<file path="src/rtl/clkcfg_pkg.sv">
package clkcfg_pkg;
  localparam int WORD_W   = 16;
  localparam int ADDR_W   = 6;
  localparam int EN_W     = 6;
  localparam int CH_N     = 4;
  localparam int ADDR_LO  = WORD_W - ADDR_W;
  localparam int EN_LO    = 4;
  localparam int RSV_BIT  = 3;
  localparam int RATE_BIT = 2;

  localparam logic [ADDR_W-1:0] ADDR_TAG = 6'b011100;

  localparam logic [1:0] GRP_48K  = 2'b00;
  localparam logic [1:0] GRP_RSVD = 2'b11;

  localparam logic [1:0] MULT_256 = 2'd0;
  localparam logic [1:0] MULT_384 = 2'd1;
  localparam logic [1:0] MULT_768 = 2'd2;

  typedef struct packed {
    logic [EN_W-1:0] en;
    logic            rate;
    logic [1:0]      grp;
  } cfg_t;

  localparam cfg_t CFG_DEFAULT = '{en: '1, rate: 1'b0, grp: GRP_48K};

  function automatic cfg_t word_to_cfg(logic [WORD_W-1:0] w);
    cfg_t c;
    c.en   = w[EN_LO +: EN_W];
    c.rate = w[RATE_BIT];
    c.grp  = w[1:0];
    return c;
  endfunction

  function automatic logic [1:0] mult_for(int ch, logic dbl);
    case (ch)
      0:       return MULT_768;
      1:       return MULT_256;
      2:       return MULT_384;
      default: return dbl ? MULT_384 : MULT_768;
    endcase
  endfunction
endpackage

</file>
<file path="src/rtl/clkcfg_sync.sv">
module clkcfg_sync #(
  parameter int W      = 4,
  parameter int STAGES = 2
) (
  input  logic         clk_i,
  input  logic         rst_ni,
  input  logic [W-1:0] d_i,
  output logic [W-1:0] q_o
);
  logic [W-1:0] stg_q [STAGES];

  for (genvar s = 0; s < STAGES; s++) begin : g_stage
    always_ff @(posedge clk_i or negedge rst_ni) begin
      if (!rst_ni)     stg_q[s] <= '0;
      else if (s == 0) stg_q[s] <= d_i;
      else             stg_q[s] <= stg_q[(s == 0) ? 0 : s-1];
    end
  end

  assign q_o = stg_q[STAGES-1];
endmodule

</file>
<file path="src/rtl/clkcfg_rst_stretch.sv">
module clkcfg_rst_stretch #(
  parameter int HOLD = 1024
) (
  input  logic clk_i,
  input  logic rst_ni,
  input  logic por_i,
  output logic busy_o
);
  localparam int CW = $clog2(HOLD + 1);
  localparam logic [CW-1:0] HOLD_C = CW'(HOLD);

  logic [CW-1:0] cnt_q;

  always_ff @(posedge clk_i or negedge rst_ni) begin
    if (!rst_ni)              cnt_q <= '0;
    else if (por_i)           cnt_q <= '0;
    else if (cnt_q != HOLD_C) cnt_q <= cnt_q + 1'b1;
  end

  assign busy_o = (cnt_q != HOLD_C);

  AST_STRETCH_STEP: assert property (@(posedge clk_i) disable iff (!rst_ni)
    (busy_o && !por_i) |=> (cnt_q == $past(cnt_q) + 1'b1));
  AST_POR_RESTART: assert property (@(posedge clk_i) disable iff (!rst_ni)
    por_i |=> busy_o);
endmodule

</file>
<file path="src/rtl/clkcfg_serial.sv">
module clkcfg_serial
  import clkcfg_pkg::*;
(
  input  logic              clk_i,
  input  logic              rst_ni,
  input  logic              clr_i,
  input  logic              ml_i,
  input  logic              mc_i,
  input  logic              md_i,
  output logic              wr_valid_o,
  output logic [WORD_W-1:0] wr_word_o
);
  localparam int CW = $clog2(WORD_W + 1);
  localparam logic [CW-1:0] FULL = CW'(WORD_W);

  logic              ml_q, mc_q;
  logic [WORD_W-1:0] shift_q;
  logic [CW-1:0]     cnt_q;
  logic              ml_rise, mc_rise;

  assign ml_rise = ml_i & ~ml_q & ~clr_i;
  assign mc_rise = mc_i & ~mc_q & ~clr_i;

  always_ff @(posedge clk_i or negedge rst_ni) begin
    if (!rst_ni) begin
      ml_q    <= 1'b0;
      mc_q    <= 1'b0;
      shift_q <= '0;
      cnt_q   <= '0;
    end else begin
      ml_q <= ml_i;
      mc_q <= mc_i;
      if (clr_i) begin
        shift_q <= '0;
        cnt_q   <= '0;
      end else if (ml_rise) begin
        cnt_q <= '0;
      end else if (mc_rise) begin
        shift_q <= {shift_q[WORD_W-2:0], md_i};
        if (cnt_q != FULL) cnt_q <= cnt_q + 1'b1;
      end
    end
  end

  assign wr_word_o  = shift_q;
  assign wr_valid_o = ml_rise && (cnt_q == FULL)
                   && (shift_q[WORD_W-1:ADDR_LO] == ADDR_TAG)
                   && !shift_q[RSV_BIT]
                   && (shift_q[1:0] != GRP_RSVD);

  AST_LATCH_CLEARS_COUNT: assert property (@(posedge clk_i) disable iff (!rst_ni)
    ml_rise |=> (cnt_q == '0));
endmodule

</file>
<file path="src/rtl/clkcfg_ctrl.sv">
module clkcfg_ctrl
  import clkcfg_pkg::*;
#(
  parameter int STRETCH_CYCLES = 1024,
  parameter int SYNC_STAGES    = 2
) (
  input  logic       clk_i,
  input  logic       rst_ni,
  input  logic       por_i,
  input  logic       mode_i,
  input  logic       ml_sr_i,
  input  logic       mc_fs1_i,
  input  logic       md_fs0_i,
  output logic [5:0] out_en_o,
  output logic       rate_dbl_o,
  output logic [1:0] group_o,
  output logic [7:0] mult_o,
  output logic       cfg_changed_o,
  output logic       rst_busy_o
);
  logic [3:0]        pins_s;
  logic              par_s, ml_s, mc_s, md_s;
  logic              busy;
  logic              wr_valid;
  logic [WORD_W-1:0] wr_word;
  cfg_t              cfg_q, eff, out_q;
  logic              chg_q;

  clkcfg_sync #(.W(4), .STAGES(SYNC_STAGES)) u_sync (
    .clk_i (clk_i),
    .rst_ni(rst_ni),
    .d_i   ({mode_i, ml_sr_i, mc_fs1_i, md_fs0_i}),
    .q_o   (pins_s)
  );
  assign {par_s, ml_s, mc_s, md_s} = pins_s;

  clkcfg_rst_stretch #(.HOLD(STRETCH_CYCLES)) u_stretch (
    .clk_i (clk_i),
    .rst_ni(rst_ni),
    .por_i (por_i),
    .busy_o(busy)
  );

  clkcfg_serial u_serial (
    .clk_i     (clk_i),
    .rst_ni    (rst_ni),
    .clr_i     (busy | par_s),
    .ml_i      (ml_s),
    .mc_i      (mc_s),
    .md_i      (md_s),
    .wr_valid_o(wr_valid),
    .wr_word_o (wr_word)
  );

  always_ff @(posedge clk_i or negedge rst_ni) begin
    if (!rst_ni)       cfg_q <= CFG_DEFAULT;
    else if (busy)     cfg_q <= CFG_DEFAULT;
    else if (wr_valid) cfg_q <= word_to_cfg(wr_word);
  end

  always_comb begin
    if (busy) begin
      eff = CFG_DEFAULT;
    end else if (par_s) begin
      eff.en   = '1;
      eff.rate = ml_s;
      eff.grp  = ({mc_s, md_s} == GRP_RSVD) ? GRP_48K : {mc_s, md_s};
    end else begin
      eff = cfg_q;
    end
  end

  always_ff @(posedge clk_i or negedge rst_ni) begin
    if (!rst_ni) begin
      out_q <= CFG_DEFAULT;
      chg_q <= 1'b0;
    end else begin
      out_q <= eff;
      chg_q <= !busy && (eff != out_q);
    end
  end

  for (genvar ch = 0; ch < CH_N; ch++) begin : g_mult
    assign mult_o[2*ch +: 2] = mult_for(ch, out_q.rate);
  end

  assign out_en_o      = out_q.en;
  assign rate_dbl_o    = out_q.rate;
  assign group_o       = out_q.grp;
  assign cfg_changed_o = chg_q;
  assign rst_busy_o    = busy;

  AST_RESET_DEFAULTS: assert property (@(posedge clk_i) disable iff (!rst_ni)
    busy |=> (out_q == CFG_DEFAULT));
  AST_PAR_ALL_EN: assert property (@(posedge clk_i) disable iff (!rst_ni)
    (par_s && !busy) |=> (out_en_o == '1));
  AST_REG_HOLDS: assert property (@(posedge clk_i) disable iff (!rst_ni)
    (!busy && !wr_valid) |=> (cfg_q == $past(cfg_q)));
  AST_CHG_MEANS_DIFF: assert property (@(posedge clk_i) disable iff (!rst_ni)
    cfg_changed_o |-> (out_q != $past(out_q)));
  AST_SCK3_DOUBLE: assert property (@(posedge clk_i) disable iff (!rst_ni)
    rate_dbl_o |-> (mult_o[7:6] == MULT_384));
endmodule

</file>
<file path="config.mk">
export PLATFORM = sky130hd
export DESIGN_NAME = clkcfg_ctrl
export DESIGN_NICKNAME = d
export VERILOG_FILES = /design/src/rtl/clkcfg_pkg.sv /design/src/rtl/clkcfg_sync.sv /design/src/rtl/clkcfg_rst_stretch.sv /design/src/rtl/clkcfg_serial.sv /design/src/rtl/clkcfg_ctrl.sv
export SDC_FILE = /design/constraint.sdc
export NUM_CORES = 1
export LEC_CHECK = 0
export BUFFER_PORTS_ARGS = -buffer_cell sky130_fd_sc_hd__buf_2
export CAP_MARGIN = 15
export CORE_UTILIZATION = 30
export CTS_BUF_LIST = sky130_fd_sc_hd__clkbuf_16
export DETAILED_ROUTE_END_ITERATION = 16
export GPL_ROUTABILITY_DRIVEN = 0
export PLACE_DENSITY = 0.43
export RECOVER_POWER = 50
export SLEW_MARGIN = 40
export SYNTH_ARGS = -nofsm -noshare
export SYNTH_HDL_FRONTEND = slang
export SYNTH_SLANG_ARGS = --single-unit
</file>
<file path="constraint.sdc">
create_clock -name clk_i -period 4.3 [get_ports clk_i]
set_input_delay 0.86 -clock clk_i [delete_from_list [all_inputs] [get_ports clk_i]]
set_output_delay 0.86 -clock clk_i [all_outputs]
set_load 0.01 [all_outputs]
</file>
==> results.md <==
* Antenna fix cells at 0
* Port buffer count at 19
* First-pass GRT wire length at 9.70 mm
* Initial antenna violation count at 0
* Vias per cell at 4.59
* Power Density at approximately 430 nW/um^2
* DRC at 0
* Clock Tree Buf Depth at 2
* Row count at 34
* Via count at 1810
* Most used cell, CP: clkbuf_1
* Share of layout cells above drive strength 1 at a little under a fifth
* Die Y at approximately 100 um
* GR Util met3 at 4.82%
* P_int at 1.09 mW
* Cell family with most CP delay: buffers and inverters
* Unrepaired setup endpoints after global routing: no
* Hold_buf cts at 0
* CTS tree: done
* Worst Path Buf+Inv at 2
* Effective utilization at floorplan at between 30% and 40%
* Clk_lat worst skew at ~320 ps
* Slowest stage delay, CP at 1540 ps
* Post-synthesis register bit count at between 60 and 70
* Cell accounting for the most synthesized area: dfrtp_1
* Combinational Power Share at 2.9%
* CTS root buffer: clkbuf_16
* Outcome: complete, but fails checks
* Ports at 26
* Nets at just under 300
* Unique masters post-synth at 39
* Post-layout min period at 3120 ps
* Tightest Pin Transition at 2220 ps
* Htree depth at 3
* Post-Syn Instances at ~260
* Primary FF master, synth: dfrtp_1
* Post-CTS Setup Inserts at 0
* Core area at just under 9000 um^2
* M2 GR Usage at slightly below 20%
* Complex-gate fraction of the synthesized area at under 10%
* Initial DRT Pass Iterations at 4
* Mux cell area share after synthesis at 3.68%
* Max-Cap Viols at 1
* Clk pwr share at 54.2%
* WP data arrival at between 3000 and 4000 ps
* Worst path slowest cell: clkbuf_1
* Antenna-violating nets left at 0
* CP Cell Sequence: clkbuf_1 -> clkbuf_1
* DR WL/cell at between 10 and 15 um
* Largest net degree at the start of global routing at between 40 and 50
* Setup_tns at 0 ps
* Vias in the first global route at ~1900
* VDD IR max at ~0.15 mV
* Headroom to the max-slew limit at -47.7%
* Gr usage total at 13.4%
* Crit path max fanout at between 40 and 50
* Syn_area_per_cell at approximately 11 um^2
* Critical Path Source Type: primary input
* Critical Path Sink Type: async pin
* Post-DP HPWL at 3.73 mm
* Asr flop ratio synth at 100%
* Starting DRC count in detailed routing at 66
* Clock sink count at 61
* Failing checks: capacitance limit, slew limit
* Clk slew on worst S/H paths at about 50 ps
* Switching power at approximately 280 uW
* HP Class: reg2reg
* Fmax at around 320 MHz
* Synth Area in Adders at 1.84%
* Gr ovfl total at 0
* Area grow syn2layout at 17.6%
* Cts repair resizes at 0
* Die area at between 9000 and 10000 um^2
* Leak at around 1.3 nW
* Xor-xnor portion of the synthesized cell area at ~6%
* WP data required at about 4600 ps
* EDFF count, synth at 0
* Min Hold Slack at between 300 and 400 ps
* Clock skew at just under 6 ps
* Share of the synthesized area in the top cell type at 45.1%
* Final wirelength at between 5 and 6 mm
* Post-Synth Simple-Gate Area at between 10% and 20%
* Combinational family with the most area after synthesis: simple AND/OR/NAND/NOR gates
* Die Width at 97.2 um
* Sequential element share of the synthesized area at a little under three fifths
* CP Class: in2async
* Final Hold Viols at 0
* Gr busiest metal: met2
* Sw Share at just over 20%
* M1 GR Usage at 17.8%
* Sequential power share at between 40 and 50%
* Number of CTS-inserted buffers at 9
* # setup viols final at 0
* Pins Over Slew Limit at 42
* Mapped Area at between 2000 and 3000 um^2
* Yosys warns at 0
* Synth area leaders: dfrtp_1 45%, dfstp_2 12%, nand2_1 6.8%
* Final Cycle Share at 72.6%
[stage by stage]
stage	total power [mW]	instance area [um^2]	setup slack, ps	util (%)	instances
2_1_floorplan	0.622	2740	2180	-	263
3_3_place_gp	0.641	2890	1570	33.0	377
3_5_place_dp	0.641	2900	1510	33.1	378
4_1_cts	1.40	3210	1150	36.6	394
5_1_grt	1.43	3200	531	36.5	394
6_report	1.37	3200	1180	36.5	394
[Yosys cell counts, types with 3 or more instances]
library cell  instances
and3_1                4
nand2b_1              4
nand4_1               6
nand3_1               3
xor2_1               12
ha_1                  4
clkbuf_1              7
mux2i_1              10
nand2_1              49
xnor2_1               7
inv_1                 8
nor2_1               24
buf_4                 7
or2_2                 5
dfstp_2              12
dfrtp_1              49
nor3_1                3
a21oi_1              20
[power groups by stage]
| stage | Clock (mW) | Sequential (mW) | Combinational, mW |
|---|---|---|---|
| 6_report | 0.744 | 0.589 | 0.0405 |
| 5_1_grt | 0.799 | 0.589 | 0.0474 |
| 4_1_cts | 0.769 | 0.588 | 0.0436 |
| 3_5_place_dp | 0 | 0.598 | 0.0432 |
| 3_3_place_gp | 0 | 0.598 | 0.0435 |
| 2_1_floorplan | 0 | 0.596 | 0.0260 |
[cells by family (layout without fill, tap and decap cells)]
logic type / count (synthesis) / after routing
AO/OA/AOI/OAI: 29 / 29
XOR/XNOR: 19 / 19
adder cells (fa/ha/maj): 4 / 4
buffers and inverters: 24 / 47
flip-flops: 61 / 61
multiplexers: 10 / 10
other: 2 / 6
AND/OR/NAND/NOR: 110 / 110
[cell type report]
class / instances / area, um^2
Clock inverter: 7 / 81.3
Timing Repair Buffer: 22 / 111
Tap cell: 108 / 135
Clock buffer: 9 / 225
Multi-Input combinational cell: 178 / 1070
Inverter: 9 / 33.8
Fill cell: 896 / 5570
Sequential cell: 61 / 1540
[layer usage]
metal	share of wire, %	wire (um)
met5	0	0
met1	49	2690
met2	46	2540
met3	3.9	214
met4	1.5	85
[registers in the layout (all words and copies together), names as in the netlist]
name	flops
cfg_changed_o	1
cfg_q	9
group_o	2
out_en_o	6
rate_dbl_o	1
u_serial.cnt_q	5
u_serial.mc_q	1
u_serial.ml_q	1
u_serial.wr_word_o	16
u_stretch.cnt_q	11
u_sync.q_o	4
u_sync.stg_q	4
[final timing paths]
| kind | start | to | slack [ps] | depth (start not counted) |
|---|---|---|---|---|
| setup / recovery | rst_ni | u_sync.stg_q[4] | 1180 | 2 |
| hold / removal | u_sync.stg_q[5] | u_sync.q_o[1] | 350 | 0 |
| setup reg to reg | u_serial.wr_word_o[11] | cfg_q[2] | 1800 | 6 |
| hold reg to reg | u_sync.stg_q[5] | u_sync.q_o[1] | 350 | 0 |
| max in group clk_i | u_stretch.cnt_q[9] | rst_busy_o | 1190 | 4 |
| min in group asynchronous | rst_ni | u_stretch.cnt_q[7] | 1180 | 1 |
[cells in the final DEF (no fill, tap or decap), types with 3 or more instances in the layout]
cell type,instances
clkbuf_1,3
dfstp_2,12
a21oi_1,20
or2_2,5
xor2_1,12
nor3_1,3
nor2_1,24
clkinv_1,3
clkbuf_16,9
ha_1,4
nand4_1,6
nand3_1,3
xnor2_1,7
mux2i_1,10
conb_1,6
and3_1,4
inv_1,9
nand2b_1,4
nand2_1,49
dfrtp_1,49
buf_2,17
[worst register-to-register path, delay by kind of cell, from the launching register on]
kind	cells	cell delay (ps)
AO/OA/AOI/OAI	1	490
buffers and inverters	1	270
flip-flops	1	380
multiplexers	1	200
AND/OR/NAND/NOR	3	1050
No activity file was read; power rests on OpenSTA's default activity.
